--- config.mk ---
export PLATFORM = sky130hd
export DESIGN_NAME = sd_host_regs
export DESIGN_NICKNAME = d
export VERILOG_FILES = /design/src/rtl/sdh_pkg.sv /design/src/rtl/sdh_cmd_decode.sv /design/src/rtl/sdh_status.sv /design/src/rtl/sdh_rsp_store.sv /design/src/rtl/sd_host_regs.sv
export SDC_FILE = /design/constraint.sdc
export NUM_CORES = 1
export LEC_CHECK = 0
export BUFFER_PORTS_ARGS = -buffer_cell sky130_fd_sc_hd__buf_2
export CAP_MARGIN = 10
export CORE_ASPECT_RATIO = 1.1
export CORE_MARGIN = 4
export CORE_UTILIZATION = 59
export DETAILED_ROUTE_END_ITERATION = 10
export PLACE_DENSITY = 0.86
export SYNTH_ARGS = -nofsm -noshare
export SYNTH_HDL_FRONTEND = slang
export SYNTH_SLANG_ARGS = --single-unit
--- constraint.sdc ---
create_clock -name clk -period 2.9 [get_ports clk]
set_input_delay 0 -clock clk [delete_from_list [all_inputs] [get_ports clk]]
set_output_delay 0 -clock clk [all_outputs]
set_load 0.1 [all_outputs]
--- src/rtl/sdh_pkg.sv ---
package sdh_pkg;

  localparam logic [7:0] OFS_CMD  = 8'h00;
  localparam logic [7:0] OFS_ARGL = 8'h04;
  localparam logic [7:0] OFS_ARGH = 8'h08;
  localparam logic [7:0] OFS_STAT = 8'h10;
  localparam logic [7:0] OFS_IEN  = 8'h14;
  localparam logic [7:0] OFS_CTMO = 8'h18;
  localparam logic [7:0] OFS_DTMO = 8'h1C;
  localparam logic [7:0] OFS_RSP  = 8'h40;

  localparam int ST_DONE = 0;
  localparam int ST_CARD = 1;
  localparam int ST_TMO  = 7;
  localparam int ST_ERR  = 14;

  typedef struct packed {
    logic       dir;
    logic [1:0] ctype;
    logic [2:0] rtype;
    logic [5:0] idx;
  } cmd_fields_t;

  function automatic cmd_fields_t split_cmd(input logic [15:0] w);
    cmd_fields_t f;
    f.idx   = w[5:0];
    f.dir   = w[15];
    f.ctype = w[13:12];
    f.rtype = w[10:8];
    return f;
  endfunction

  function automatic logic [15:0] join_pair(input logic [7:0] even_b, input logic [7:0] odd_b);
    return {even_b, odd_b};
  endfunction

  function automatic logic [15:0] w1c_apply(input logic [15:0] cur, input logic [15:0] clr,
                                             input logic [15:0] set);
    return (cur & ~clr) | set;
  endfunction

endpackage

--- src/rtl/sdh_cmd_decode.sv ---
module sdh_cmd_decode
  import sdh_pkg::*;
(
  input  logic        clk,
  input  logic        rst_n,
  input  logic        wr_en,
  input  logic [15:0] wdata,
  output logic [15:0] cmd_word,
  output logic        cmd_go,
  output cmd_fields_t fields
);

  always_ff @(posedge clk) begin
    if (!rst_n) begin
      cmd_word <= '0;
      cmd_go   <= 1'b0;
      fields   <= '0;
    end else begin
      cmd_go <= wr_en;
      if (wr_en) begin
        cmd_word <= wdata;
        fields   <= split_cmd(wdata);
      end
    end
  end


  go_after_write_chk: assert property (@(posedge clk) disable iff (!rst_n)
    wr_en |=> cmd_go);

  go_single_chk: assert property (@(posedge clk) disable iff (!rst_n)
    !wr_en |=> !cmd_go);

  index_match_chk: assert property (@(posedge clk) disable iff (!rst_n)
    wr_en |=> (fields.idx == $past(wdata[5:0]) && fields.dir == $past(wdata[15])));

endmodule

--- src/rtl/sdh_status.sv ---
module sdh_status
  import sdh_pkg::*;
#(
  parameter int SW = 16
) (
  input  logic          clk,
  input  logic          rst_n,
  input  logic [SW-1:0] set_vec,
  input  logic          clr_wr,
  input  logic [SW-1:0] clr_data,
  input  logic          ie_wr,
  input  logic [SW-1:0] ie_data,
  output logic [SW-1:0] status_q,
  output logic [SW-1:0] ie_q,
  output logic          irq
);

  localparam logic [SW-1:0] IE_KEEP = {1'b0, {(SW-1){1'b1}}};

  logic [SW-1:0] clr_eff;
  logic [SW-1:0] pending;

  assign clr_eff = clr_wr ? clr_data : '0;
  assign pending = status_q & ie_q;
  assign irq     = |pending;

  always_ff @(posedge clk) begin
    if (!rst_n) begin
      status_q <= '0;
      ie_q     <= '0;
    end else begin
      status_q <= w1c_apply(status_q, clr_eff, set_vec);
      if (ie_wr) ie_q <= ie_data & IE_KEEP;
    end
  end


  done_sets_chk: assert property (@(posedge clk) disable iff (!rst_n)
    set_vec[ST_DONE] |=> status_q[ST_DONE]);

  clear_tmo_chk: assert property (@(posedge clk) disable iff (!rst_n)
    (clr_wr && clr_data[ST_TMO] && !set_vec[ST_TMO]) |=> !status_q[ST_TMO]);

  set_wins_chk: assert property (@(posedge clk) disable iff (!rst_n)
    (clr_wr && clr_data[ST_DONE] && set_vec[ST_DONE]) |=> status_q[ST_DONE]);

  irq_raise_chk: assert property (@(posedge clk) disable iff (!rst_n)
    (set_vec[ST_DONE] && ie_q[ST_DONE] && !ie_wr) |=> irq);

  ie_keep_chk: assert property (@(posedge clk) disable iff (!rst_n)
    ie_wr |=> (ie_q == ($past(ie_data) & IE_KEEP)));

endmodule

--- src/rtl/sdh_rsp_store.sv ---
module sdh_rsp_store
  import sdh_pkg::*;
#(
  parameter int NREG = 8
) (
  input  logic               clk,
  input  logic               rst_n,
  input  logic               capture,
  input  logic [16*NREG-1:0] bytes_in,
  output logic [16*NREG-1:0] rsp_flat
);

  genvar k;
  generate
    for (k = 0; k < NREG; k++) begin : g_pair
      logic [15:0] pair_w;
      assign pair_w = join_pair(bytes_in[16*k +: 8], bytes_in[16*k+8 +: 8]);
      always_ff @(posedge clk) begin
        if (!rst_n)       rsp_flat[16*(NREG-1-k) +: 16] <= '0;
        else if (capture) rsp_flat[16*(NREG-1-k) +: 16] <= pair_w;
      end
    end
  endgenerate


  top_pair_chk: assert property (@(posedge clk) disable iff (!rst_n)
    capture |=> (rsp_flat[16*(NREG-1) +: 16] == {$past(bytes_in[7:0]), $past(bytes_in[15:8])}));

  hold_chk: assert property (@(posedge clk) disable iff (!rst_n)
    !capture |=> $stable(rsp_flat));

endmodule

--- src/rtl/sd_host_regs.sv ---
module sd_host_regs
  import sdh_pkg::*;
#(
  parameter int AW   = 8,
  parameter int NRSP = 8
) (
  input  logic              clk,
  input  logic              rst_n,
  input  logic              bus_wr,
  input  logic [AW-1:0]     bus_addr,
  input  logic [15:0]       bus_wdata,
  output logic [15:0]       bus_rdata,
  output logic              cmd_go,
  output logic [5:0]        cmd_index,
  output logic              cmd_dir,
  output logic [1:0]        cmd_type,
  output logic [2:0]        cmd_rsp,
  output logic [31:0]       cmd_arg,
  input  logic              cmd_done,
  input  logic              rsp_timeout,
  input  logic              card_err,
  input  logic              rsp_valid,
  input  logic [16*NRSP-1:0] rsp_bytes,
  input  logic              card_detect,
  output logic              irq
);

  localparam int          IW       = (NRSP > 1) ? $clog2(NRSP) : 1;
  localparam logic [AW-1:0] RSP_LO = AW'(OFS_RSP);
  localparam logic [AW-1:0] RSP_HI = AW'(OFS_RSP + 4 * (NRSP - 1));

  logic [15:0]        arg_lo, arg_hi;
  logic [7:0]         ctmo_q;
  logic [15:0]        dtmo_q;
  logic               cd_q;
  logic               cd_rise;
  logic [15:0]        set_vec;
  logic [15:0]        status_q, ie_q;
  logic [15:0]        cmd_word;
  cmd_fields_t        fields;
  logic [16*NRSP-1:0] rsp_flat;
  logic               in_rsp;
  logic               rsp_wr_try;
  logic [IW-1:0]      rsp_idx;
  logic [AW-1:0]      rsp_off;

  logic wr_cmd, wr_argl, wr_argh, wr_stat, wr_ien, wr_ctmo, wr_dtmo;
  assign wr_cmd  = bus_wr && (bus_addr == AW'(OFS_CMD));
  assign wr_argl = bus_wr && (bus_addr == AW'(OFS_ARGL));
  assign wr_argh = bus_wr && (bus_addr == AW'(OFS_ARGH));
  assign wr_stat = bus_wr && (bus_addr == AW'(OFS_STAT));
  assign wr_ien  = bus_wr && (bus_addr == AW'(OFS_IEN));
  assign wr_ctmo = bus_wr && (bus_addr == AW'(OFS_CTMO));
  assign wr_dtmo = bus_wr && (bus_addr == AW'(OFS_DTMO));

  assign in_rsp     = (bus_addr >= RSP_LO) && (bus_addr <= RSP_HI) && (bus_addr[1:0] == 2'b00);
  assign rsp_wr_try = bus_wr && in_rsp;
  assign rsp_off    = bus_addr - RSP_LO;
  assign rsp_idx    = IW'(rsp_off >> 2);

  assign cd_rise = card_detect && !cd_q;

  always_comb begin
    set_vec          = '0;
    set_vec[ST_DONE] = cmd_done;
    set_vec[ST_CARD] = cd_rise;
    set_vec[ST_TMO]  = rsp_timeout;
    set_vec[ST_ERR]  = card_err;
  end

  always_ff @(posedge clk) begin
    if (!rst_n) begin
      arg_lo <= '0;
      arg_hi <= '0;
      ctmo_q <= '0;
      dtmo_q <= '0;
      cd_q   <= 1'b1;
    end else begin
      cd_q <= card_detect;
      if (wr_argl) arg_lo <= bus_wdata;
      if (wr_argh) arg_hi <= bus_wdata;
      if (wr_ctmo) ctmo_q <= bus_wdata[7:0];
      if (wr_dtmo) dtmo_q <= bus_wdata;
    end
  end

  assign cmd_arg = {arg_hi, arg_lo};

  sdh_cmd_decode u_dec (
    .clk      (clk),
    .rst_n    (rst_n),
    .wr_en    (wr_cmd),
    .wdata    (bus_wdata),
    .cmd_word (cmd_word),
    .cmd_go   (cmd_go),
    .fields   (fields)
  );

  assign cmd_index = fields.idx;
  assign cmd_dir   = fields.dir;
  assign cmd_type  = fields.ctype;
  assign cmd_rsp   = fields.rtype;

  sdh_status #(.SW(16)) u_stat (
    .clk      (clk),
    .rst_n    (rst_n),
    .set_vec  (set_vec),
    .clr_wr   (wr_stat),
    .clr_data (bus_wdata),
    .ie_wr    (wr_ien),
    .ie_data  (bus_wdata),
    .status_q (status_q),
    .ie_q     (ie_q),
    .irq      (irq)
  );

  sdh_rsp_store #(.NREG(NRSP)) u_rsp (
    .clk      (clk),
    .rst_n    (rst_n),
    .capture  (rsp_valid),
    .bytes_in (rsp_bytes),
    .rsp_flat (rsp_flat)
  );

  always_comb begin
    bus_rdata = '0;
    if (in_rsp) bus_rdata = rsp_flat[16*rsp_idx +: 16];
    else if (bus_addr == AW'(OFS_CMD))  bus_rdata = cmd_word;
    else if (bus_addr == AW'(OFS_ARGL)) bus_rdata = arg_lo;
    else if (bus_addr == AW'(OFS_ARGH)) bus_rdata = arg_hi;
    else if (bus_addr == AW'(OFS_STAT)) bus_rdata = status_q;
    else if (bus_addr == AW'(OFS_IEN))  bus_rdata = ie_q;
    else if (bus_addr == AW'(OFS_CTMO)) bus_rdata = {8'h00, ctmo_q};
    else if (bus_addr == AW'(OFS_DTMO)) bus_rdata = dtmo_q;
  end


  insert_sets_chk: assert property (@(posedge clk) disable iff (!rst_n)
    cd_rise |=> status_q[ST_CARD]);

  rsp_readonly_chk: assert property (@(posedge clk) disable iff (!rst_n)
    (rsp_wr_try && !rsp_valid) |=> $stable(rsp_flat));

  arg_low_only_chk: assert property (@(posedge clk) disable iff (!rst_n)
    wr_argl |=> (cmd_arg[31:16] == $past(cmd_arg[31:16])));

  arg_high_only_chk: assert property (@(posedge clk) disable iff (!rst_n)
    wr_argh |=> (cmd_arg[15:0] == $past(cmd_arg[15:0])));

endmodule

# After elaboration in Yosys (flattened, before gate mapping)
# Index checks and enable logic that the tools add are counted.
[op_classes]
addsub = 1
magnitude_cmp = 2
n_eq_ne = 6
shifts = 1
mux = 9
bitwise_logic = 4
reduce_logical = 14
[op_table]
columns = ["op", "n"]
rows = [
  ["16-bit 2-to-1 mux", 9],
  ["128-bit by 8-bit indexed part select with 16-bit output", 1],
  ["8-bit by 5-bit equality test with 1-bit output (second input constant)", 4],
  ["16-bit by 15-bit bitwise AND with 16-bit output", 1],
  ["16-bit bitwise AND", 1],
  ["16-bit inverter", 1],
  ["16-bit by 15-bit OR with 16-bit output", 1],
  ["16-bit OR reduction", 1],
  ["1-bit logical AND", 10],
  ["8-bit by 3-bit equality test with 1-bit output (second input constant)", 1],
  ["8-bit by 4-bit equality test with 1-bit output (second input constant)", 1],
  ["8-bit by 7-bit greater-or-equal comparator with 1-bit output (second input constant)", 1],
  ["8-bit by 7-bit <= comparator with 1-bit output (second input constant)", 1],
  ["8-bit zero test", 1],
  ["5-bit by 1-bit subtractor with 5-bit output (second input constant)", 1],
  ["2-bit zero test", 1],
  ["1-bit zero test", 1],
]
[totals]
regBits = 245
input_bits = 160
out_inout_bits = 62
word_cells = 58

# Depth between registers and ports, before layout
# Gate-level depths: netlist of the first run.
[depth]
depth_word = 9
mapped_depth = 8
mapped_depth_nobuf = 4

# Hierarchy
# A second synthesis of the first run with hierarchy kept.
[unflattened]
hier_cells = 1002
hier_area_um2 = 11118.2
[modules_own_cells]
columns = ["mod", "instances", "cells_each", "area_per_inst_um2", "seq_area_each_um2"]
rows = [
  ["sdh_rsp_store", 1, 412, 4968.5, 2562.5],
  ["sd_host_regs", 1, 398, 4184.0, 1141.1],
  ["sdh_status", 1, 127, 1232.4, 620.6],
  ["sdh_cmd_decode", 1, 65, 733.2, 340.3],
]

# Worst setup path after synthesis of the first run
# No wires, ideal clock.
[synth_timing]
path_kind = "register -> output"
from = "register arg_hi[14]"
to = "output port bus_rdata[14]"
arrival_time_ns = 3.632
required_time_ns = 2.900
path_slack_ns = -0.732
stages_incl_launch_ff = 4
n_path_buf = 0
cell_sequence = "dfxtp_1 -> mux2_2 -> a221oi_1 -> o32ai_1"
[synth_between]
elab_chain_cells = 4
[synth_rtl]
columns = ["item", "line", "source"]
rows = [
  ["start, declared", "sd_host_regs.sv:32", "logic [15:0] arg_lo, arg_hi;"],
  ["start signal, assigned", "sd_host_regs.sv:81", "if (wr_argh) arg_hi <= bus_wdata;"],
  ["16-bit 2-to-1 mux", "sd_host_regs.sv:130", "else if (bus_addr == AW'(OFS_ARGH)) bus_rdata = arg_hi;"],
  ["16-bit 2-to-1 mux", "sd_host_regs.sv:129", "else if (bus_addr == AW'(OFS_ARGL)) bus_rdata = arg_lo;"],
  ["16-bit 2-to-1 mux", "sd_host_regs.sv:128", "else if (bus_addr == AW'(OFS_CMD)) bus_rdata = cmd_word;"],
  ["16-bit 2-to-1 mux", "sd_host_regs.sv:127", "if (in_rsp) bus_rdata = rsp_flat[16*rsp_idx +: 16];"],
  ["end, declared", "sd_host_regs.sv:12", "output logic [15:0] bus_rdata,"],
]
# No other way between the ends.

# Worst setup path in the final report of the first run
[layout_timing]
from = "register u_rsp.rsp_flat[101]"
to = "output port bus_rdata[5]"
[layout_between]
elab_chain_cells = 2
[layout_rtl]
columns = ["item", "line", "source"]
rows = [
  ["start, declared", "sdh_rsp_store.sv:10", "output logic [16*NREG-1:0] rsp_flat"],
  ["start signal, assigned by index", "sdh_rsp_store.sv:20", "else if (capture) rsp_flat[16*(NREG-1-k) +: 16] <= pair_w;"],
  ["128-bit by 8-bit indexed part select with 16-bit output", "sd_host_regs.sv:127", ""],
  ["16-bit 2-to-1 mux", "sd_host_regs.sv:127", ""],
]
# No other way between the ends.

==> results of run 1 <==
## Yosys cell counts (4+ instances only)
master    number  area [sq um]
mux2i_1      254          2542
dfxtp_1      233          4664
nor2_1       222         833.3
clkbuf_1      35         131.4
mux4_2        32         720.7
nand2_1       19         71.32
a221oi_1      16         140.1
buf_1         16         60.06
o221ai_1      16         140.1
a21oi_1       14         70.07
buf_4         14         105.1
mux2_2        14         157.7
buf_2         13         65.06
o21a_1         8         60.06
o22ai_1        8         50.05
o32ai_1        7         61.31
inv_1          5         18.77
a22oi_1        4         30.03
nand2b_1       4         25.02
## sequential cells by signal, indices dropped and copies added, names as in the netlist, 8 cells and up
register,count
u_stat.ie_q,15
dtmo_q,16
arg_hi,16
arg_lo,16
ctmo_q,8
u_rsp.rsp_flat,128
u_dec.fields,9
u_stat.status_q,16
## through the flow
| stage | setup slack, ns | util |
|---|---|---|
| 5_1_grt | 0.5593 | 0.8308 |
| 4_1_cts | 0.6292 | 0.8304 |
| 2_1_floorplan | 0.2087 | - |
| 6_report | 0.5973 | 0.8308 |
| 3_5_place_dp | 0.7142 | 0.6874 |
| 3_3_place_gp | 0.7141 | 0.6874 |
## what timing repair did
| action | 4_1_cts | 5_1_grt |
|---|---|---|
| endpoints found under the hold margin | 232 | 0 |
| hold buffers | 165 | 0 |
| endpoints found under the setup margin | 0 | 0 |
## final timing paths
check | from | end | slack [ns] | depth (start not counted)
worst min-delay path | rsp_valid | u_rsp.rsp_flat[67] | 0.07 | 3
worst max register to register | u_stat.status_q[0] | u_stat.status_q[0] | 1.60 | 3
worst max-delay path | u_rsp.rsp_flat[101] | bus_rdata[5] | 0.60 | 4
worst min register to register | u_stat.status_q[4] | u_stat.status_q[4] | 0.47 | 2
## critical path, delay by kind of cell (launching register included)
family | cells | cell delay [ns]
muxes | 2 | 0.91
DFF | 1 | 0.33
AOI/OAI and AO/OA | 1 | 0.31
buffers and inverters | 1 | 0.24
## layout make-up
type                       instances  share of cell area
antenna                            3           0.0005291
multi-input combinational        652              0.3695
clock buffer                      34             0.05211
sequential                       233              0.3287
timing repair buffer             405              0.2226
inverter                           7            0.002204
clock inverter                     8            0.003615
tap                              234             0.02063
## cells in the final DEF, fill, tap and decap left out, drive strengths merged, types with 2 or more instances in the layout
cell type    instances
nand2               19
buf                240
inv                  6
nor2               222
nor3                 2
nor2b                3
a22oi                4
o21a                 8
dfxtp              233
nand2b               4
o22ai                8
clkbuf              34
mux2i              254
o32ai                7
o221ai              16
mux4                32
clkinvlp             3
or2                  3
o21ai                3
and3                 2
mux2                14
a31oi                3
dlygate4sd3        165
clkinv               6
a221oi              16
nor4                 4
a21oi               14
nand4                5
diode                3
## power groups by stage
stage	clock, uW	sequential, uW	combinational (uW)
after floorplan	0	3420	456
after global placement	0	3440	698
after detailed placement	0	3440	716
after CTS	3050	3370	882
after global routing	3220	3400	991
final	3090	3400	943
## cells by family after synthesis
group	Yosys count	synth area share
and+or+nand+nor	268	0.1107
buffers and inverters	88	0.04104
DFF	233	0.4540
muxes	300	0.3330
AOI/OAI and AO/OA	84	0.06126
## routing by layer
metal  GRT usage  up-vias
met1      0.4166     4590
met2      0.6251      631
met5           0        -
li1            -     4171
met4      0.2022        2
met3     0.07857      159
==> summary.txt, run 1 <==
Die
  – I/O pin count: around 220
  – Die Ht: 146.4 um
  – Area of the core: between 15000 and 20000 sq um
  – Starting Density: 0.6015
  – Cell row count: 50
  – Die Span X: 133.8 um
  – Die area: 19590 sq um

Power and ir drop
  – Cell Pwr Density: roughly 520 nW/um^2
  – Combinational Power Share: 0.127
  – Sw frac: 0.2539
  – Share of power burned in registers: 0.457
  – Design Power: 7429 uW
  – NetSw: 1886 uW
  – Maximum vdd drop: 554.9 uV
  – Leakage power: 0.006572 uW
  – Cell-internal power: between 5000 and 6000 uW
  – Clock network fraction of total power: 0.416

Clock tree
  – TritonCTS Buffers: 24
  – Root Driver: clkbuf_16
  – Post-CTS setup buffer count: 0
  – Worst-case clock buffer depth: 3
  – H-tree levels: 1
  – Worst-path clk slew: about 0.06 ns
  – Post-CTS Resized: 0
  – Clk sinks: 233
  – Worst skew pair latency: ~0.51 ns
  – CTS tree: done

Timing
  – Final setup violation count: 0
  – Worst Max-Slew Pin Slew: 0.9250 ns
  – RSZ-0062 raised after global routing: no
  – Post-Route Setup TNS: 0 ns
  – Clock Skews: 0.0001372 ns
  – Max Slew Vio Count: 0
  – Fin. Hold Viols: 0
  – Fin Hold WS: 0.06939 ns
  – Rel. slew slack: 0.3810
  – Max Freq: 434.3 MHz
  – Minimum clock period: approximately 2.3 ns
  – Period utilization: 0.7940

GRT
  – Total grt overflow: 0
  – Number of global-route vias before repair: between 10000 and 15000
  – Antenna violations before repair: 4
  – Total Routing Usage GR: 0.3627
  – Largest net degree at the start of global routing: between 80 and 90
  – First-pass GRT wire length: between 50000 and 60000 um

Yosys
  – Post-synthesis cell type count: 41
  – Synthesized area: roughly 10000 sq um
  – Synth warn: 0
  – Synthesized flop and latch total: around 230
  – Register area share after synthesis: 0.4540
  – Avg Inst Size Synth: 10.56 sq um
  – Net count after synthesis: ~1100
  – Synth Instances: 973
  – Number of flops mapped to enable cells by yosys: 0
  – Share of flip-flops with an asynchronous set or reset: 0
  – Post-synth top flop: dfxtp_1

Setup path
  – Crit Path Max Fanout: 2
  – Crit Path Class: reg2out
  – CP endpoint kind: output pin
  – Critical-path cell list: mux4_2, mux2i_1, o221ai_1, buf_12
  – Crit-path max cell delay: 0.49 ns
  – Startpoint Class: flip-flop
  – WP data required: ~2.9 ns
  – CP max stage cell: mux4_2
  – Critical path arrival: about 2.3 ns

Route
  – DRC: 0
  – Post-route ant nets: 0
  – Wire per inst: 23.23 um
  – Via-per-instance ratio: 6.062
  – Met2 wire len: 18120 um
  – First DRT Iteration DRCs: 979
  – Top Layer Used: met5
  – WL met3: roughly 3200 um
  – Iteration count of the initial detailed-routing pass: 7
  – Vias: approximately 9600
  – Final wirelength: 36610 um
  – Met1 wire length: 13140 um

Placement
  – Dpl hpwl: 20380 um
  – Cell count after placement: 1366
  – Routability Congestion: 0.9899
  – Port Buffers: 221
  – Placed inst area: 11740 sq um

Worst hold path
  – Class of the worst hold path: in2reg

Final layout
  – Non-filler cells in the finished layout: 1576
  – Area grow syn2layout: 38.12%
  – Share of cells above drive strength 1: 0.2584
  – FILL cells: 895
  – Multi-input gate area: 5244 sq um
  – FF+latch area: 4664 sq um
  – Fin area: 14190 sq um
  – Layout Nets: between 1000 and 1500

Status
  – Status: finished, final reports clean

Flow run
  – Max-cap violations: 0
Note: power is estimated with default switching activity, not from simulation.
==> run 2: changes to the inputs <==
--- a/config.mk
+++ b/config.mk
@@ -5,13 +5,14 @@
 export SDC_FILE = /design/constraint.sdc
 export NUM_CORES = 1
 export LEC_CHECK = 0
+export ABC_AREA = 1
 export BUFFER_PORTS_ARGS = -buffer_cell sky130_fd_sc_hd__buf_2
 export CAP_MARGIN = 10
 export CORE_ASPECT_RATIO = 1.1
 export CORE_MARGIN = 4
-export CORE_UTILIZATION = 59
+export CORE_UTILIZATION = 54
 export DETAILED_ROUTE_END_ITERATION = 10
-export PLACE_DENSITY = 0.86
+export PLACE_DENSITY = 0.79
 export SYNTH_ARGS = -nofsm -noshare
 export SYNTH_HDL_FRONTEND = slang
 export SYNTH_SLANG_ARGS = --single-unit
==> constraint.sdc (replaced) <==
create_clock -name clk -period 2.4 [get_ports clk]
set_input_delay 0 -clock clk [delete_from_list [all_inputs] [get_ports clk]]
set_output_delay 0 -clock clk [all_outputs]
set_load 0.1 [all_outputs]
==> run 2 against run 1 <==
  * Die area increased by 7.0%
  * Clock-buffer cell count unchanged
  * Setup slack got worse by 0.14 ns
  * Wire length increased by 6.4%
  * Register-to-register slack got worse by 0.43 ns
  * First-iteration DRC count increased by 26%
  * Sequential power increased by 21%
  * Cell count increased by 29%
  * Global-route usage decreased by 0.74 points
  * Design area decreased by 1.3%
==> summary.txt, run 2 <==
Yosys
  – Synth top area share: 0.4617 (+0.007647)
  – Largest family of logic cells by synthesized area: simple AND/OR/NAND/NOR gates
  – Compound-Gate Fraction of Synth Area: 0.1715 (+0.1103)
  – Synth warn: 0 (unchanged)
  – Post-synth top flop: dfxtp_1
  – Net count after synthesis: 1598 (+41%)
  – Synth area leaders: dfxtp_1 (46%), nor2_1 (12%), o21ai_0 (8.4%), a21oi_1 (6.0%), nand2_1 (5.7%)
  – Register area share after synthesis: 0.4617 (+0.007647)
  – Post-Synth XOR/XNOR Area: 0 (unchanged)
  – Synthesized flop and latch total: 233 (unchanged)
  – Post-Synth Adder-Cell Area: 0 (unchanged)
  – Commonest cells post-synth: nor2_1 (327), dfxtp_1 (233), o21ai_0 (169), nand2_1 (153), a21oi_1 (121)
  – Top-count cell post-synth: nor2_1
  – Avg Inst Size Synth: 7.026 sq um (-33%)
  – Share of flip-flops with an asynchronous set or reset: 0 (unchanged)
  – Synthesized area: 10100 sq um (-1.7%)
  – Simple-Gate Fraction of Synth Area: 0.2806 (+0.1699)
  – Multiplexer share of the synthesized area: 0 (-0.3330)
  – Number of flops mapped to enable cells by yosys: 0 (unchanged)
  – Synth Instances: 1438 (+48%)
  – Post-synthesis cell type count: 28 (-32%)
  – Largest area contributor in the netlist: dfxtp_1

Placement
  – Port Buffers: 221 (unchanged)
  – Routability Congestion: 0.8743 (-12%)
  – Dpl hpwl: 22070 um (+8.3%)

Timing
  – Fin. Hold Viols: 0 (unchanged)
  – Period utilization: 0.8091
  – Max Slew Vio Count: 0 (unchanged)
  – RSZ-0062 raised after global routing: no
  – Post-Route Setup TNS: 0 ns (unchanged)
  – Final setup violation count: 0 (unchanged)
  – Max Freq: around 510 MHz
  – Rel. slew slack: 0.4406 (+0.05954)
  – Clock Skews: 0.002366 ns (+0.002229 ns)
  – Minimum clock period: 1.942 ns
  – Worst Max-Slew Pin Slew: 0.8382 ns (-0.08682 ns)

Clock tree
  – Worst-case clock buffer depth: 3 (unchanged)
  – Worst skew pair latency: 0.51 ns (about the same)
  – Root Driver: clkbuf_16
  – Clk sinks: 233 (unchanged)
  – Post-CTS Resized: 0 (unchanged)
  – Post-CTS setup buffer count: 0 (unchanged)
  – CTS tree: done
  – H-tree levels: 1 (unchanged)
  – TritonCTS Buffers: 24 (unchanged)
  – Worst-path clk slew: 0.06 ns (about the same)

GRT
  – Number of global-route vias before repair: 11454 (+13%)
  – Total Routing Usage GR: 0.3553 (-0.007409)
  – First-pass GRT wire length: 60150 um (+7.7%)
  – Antenna violations before repair: 5 (+1)
  – Largest net degree at the start of global routing: 129 (+48%)
  – Total grt overflow: 0 (unchanged)

Route
  – Post-route ant nets: 0 (unchanged)
  – First DRT Iteration DRCs: 1237 (+26%)
  – Final wirelength: 38950 um (+6.4%)
  – Iteration count of the initial detailed-routing pass: 6 (-1)
  – Vias: 11753 (+23%)
  – DRC: 0 (unchanged)
  – Wire per inst: 19.12 um (-18%)
  – Via-per-instance ratio: 5.770 (-4.8%)

Die
  – Die Ht: 151.5 um (+3.5%)
  – Starting Density: 0.5487 (-0.05282)
  – Area of the core: 18410 sq um (+7.8%)
  – Cell row count: 52 (+4.0%)
  – Die area: 20970 sq um (+7.0%)
  – I/O pin count: 222 (unchanged)
  – Die Span X: 138.4 um (+3.4%)

Setup path
  – Critical path arrival: 1.94 ns (-0.36 ns)
  – Crit Path Max Fanout: 2 (unchanged)
  – Worst Reg-to-Reg Cells: 3 (unchanged)
  – WP data required: 2.40 ns (-0.50 ns)
  – CP endpoint kind: output pin
  – Worst reg2reg path endpoint: u_rsp.rsp_flat[122]
  – Crit-path max cell delay: 0.29 ns (-0.20 ns)
  – Buffers & Inverters on Critical Path: 2 (+1)
  – Worst reg2reg setup slack: 1.17 ns (-0.43 ns)
  – FF-to-FF Start: u_rsp.rsp_flat[122]
  – CP max stage cell: dfxtp_1
  – Crit Path Class: reg2out
  – Worst path most repeated cell: nand4_1
  – Startpoint Class: flip-flop
  – Critical-path cell list: inv_1, nor2_1, a21oi_1, nand4_1, nand3_1, nand4_1, buf_12
  – Largest delay contributor family on the critical path: simple AND/OR/NAND/NOR gates

Flow run
  – Max-cap violations: 0 (unchanged)

Worst hold path
  – Worst Hold Depth: 4 (+1)
  – Min-delay src: rsp_valid
  – Min-Delay Endpoint: u_rsp.rsp_flat[103]
  – Class of the worst hold path: in2reg

Power and ir drop
  – Combinational Power Share: 0.117 (-0.010)
  – Leakage power: 0.006227 uW (-5.3%)
  – Clock network fraction of total power: 0.427 (+0.011)
  – Cell-internal power: 6751 uW (+22%)
  – Maximum vdd drop: 565.2 uV (+1.9%)
  – Cell Pwr Density: 642.8 nW/um^2 (+23%)
  – Share of power burned in registers: 0.456 (about the same)
  – NetSw: 2254 uW (+19%)
  – Sw frac: 0.2503 (-0.003605)

Final layout
  – Commonest non-fill, non-tap cells in the layout: nor2_1 (326), dfxtp_1 (233), buf_2 (204)
  – Reg with most FFs: u_rsp.rsp_flat
  – FF+latch area: 4664 sq um (unchanged)
  – Layout Nets: 1934 (+30%)
  – Commonest non-fill, non-tap cell in the layout: nor2_1
  – FILL cells: 1286 (+44%)
  – Multi-input gate area: 4571 sq um (-13%)
  – Largest register FFs: 128 (unchanged)
  – Area grow syn2layout: 38.65%
  – Share of cells above drive strength 1: 0.1777 (-0.08075)
  – Fin util: 0.7608 (-0.07004)

Status
  – Status: finished, final reports clean
-- run 2: logic make-up (layout without fill, tap and decap cells) --
group                  count (synthesis)  count (layout)
buffers and inverters                209             561
flip-flops                           233             233
other                                  0               4
AND/OR/NAND/NOR                      658             658
AO/OA/AOI/OAI                        338             338
-- run 2: how the worst max path moves through the flow --
| stage | startpoint | to | slack [ns] | cells past startpoint |
|---|---|---|---|---|
| 3_3_place_gp | bus_addr[4] | ctmo_q[5] | 0.53 | 7 |
| 5_1_grt | u_rsp.rsp_flat[58] | bus_rdata[10] | 0.41 | 7 |
| 4_1_cts | u_rsp.rsp_flat[59] | bus_rdata[11] | 0.45 | 7 |
| 3_5_place_dp | bus_addr[4] | ctmo_q[3] | 0.51 | 7 |
| 2_1_floorplan | arg_lo[5] | bus_rdata[5] | 0.43 | 4 |
| 6_report | u_rsp.rsp_flat[59] | bus_rdata[11] | 0.46 | 7 |
-- run 2: power by group through the flow --
| stage | combinational, uW | sequential (uW) | clock (uW) |
|---|---|---|---|
| global route | 1130 | 4110 | 4000 |
| CTS | 989 | 4090 | 3830 |
| global placement | 763 | 4170 | 0 |
| finish | 1060 | 4110 | 3840 |
| floorplan | 440 | 4170 | 0 |
| detailed placement | 769 | 4180 | 0 |
-- run 2: layout make-up --
class                      count  area share
sequential                   233      0.3330
multi-input combinational    996      0.3263
timing repair buffer         413      0.2319
clock buffer                  34     0.05064
inverter                     106     0.02858
tap                          243     0.02170
clock inverter                 8    0.007235
antenna                        4   0.0007145
-- run 2: metal layers --
metal | share of wire | global-route usage | wire [um]
met4 | 0.066 | 0.2060 | 2586
met3 | 0.093 | 0.07753 | 3639
met5 | 0.00031 | 0 | 12
met1 | 0.36 | 0.4095 | 13980
met2 | 0.48 | 0.6147 | 18740
-- run 2: worst min-delay path: stages --
cell and delay (ns):
buf_2 0.12, inv_4 0.13, nor2_1 0.20, nor2_1 0.07
-- run 2: metrics by stage --
stage          power (uW)  cell area, sq um  worst slack [ns]  hold slack [ns]  instances
6_report             9005             14010            0.4582          0.06863       2037
5_1_grt              9244             14010            0.4105          0.08779       2037
4_1_cts              8912             14000            0.4460         0.008979       2033
3_5_place_dp         4947             11510            0.5090           0.1979       1823
3_3_place_gp         4933             11510            0.5342           0.1779       1823
2_1_floorplan        4606             10100            0.4266          0.09172       1438
-- run 2: what timing repair did --
action / CTS / global route
endpoints found under the setup margin: 0 / 0
hold buffers: 168 / 0
hold endpoints to repair: 232 / 0
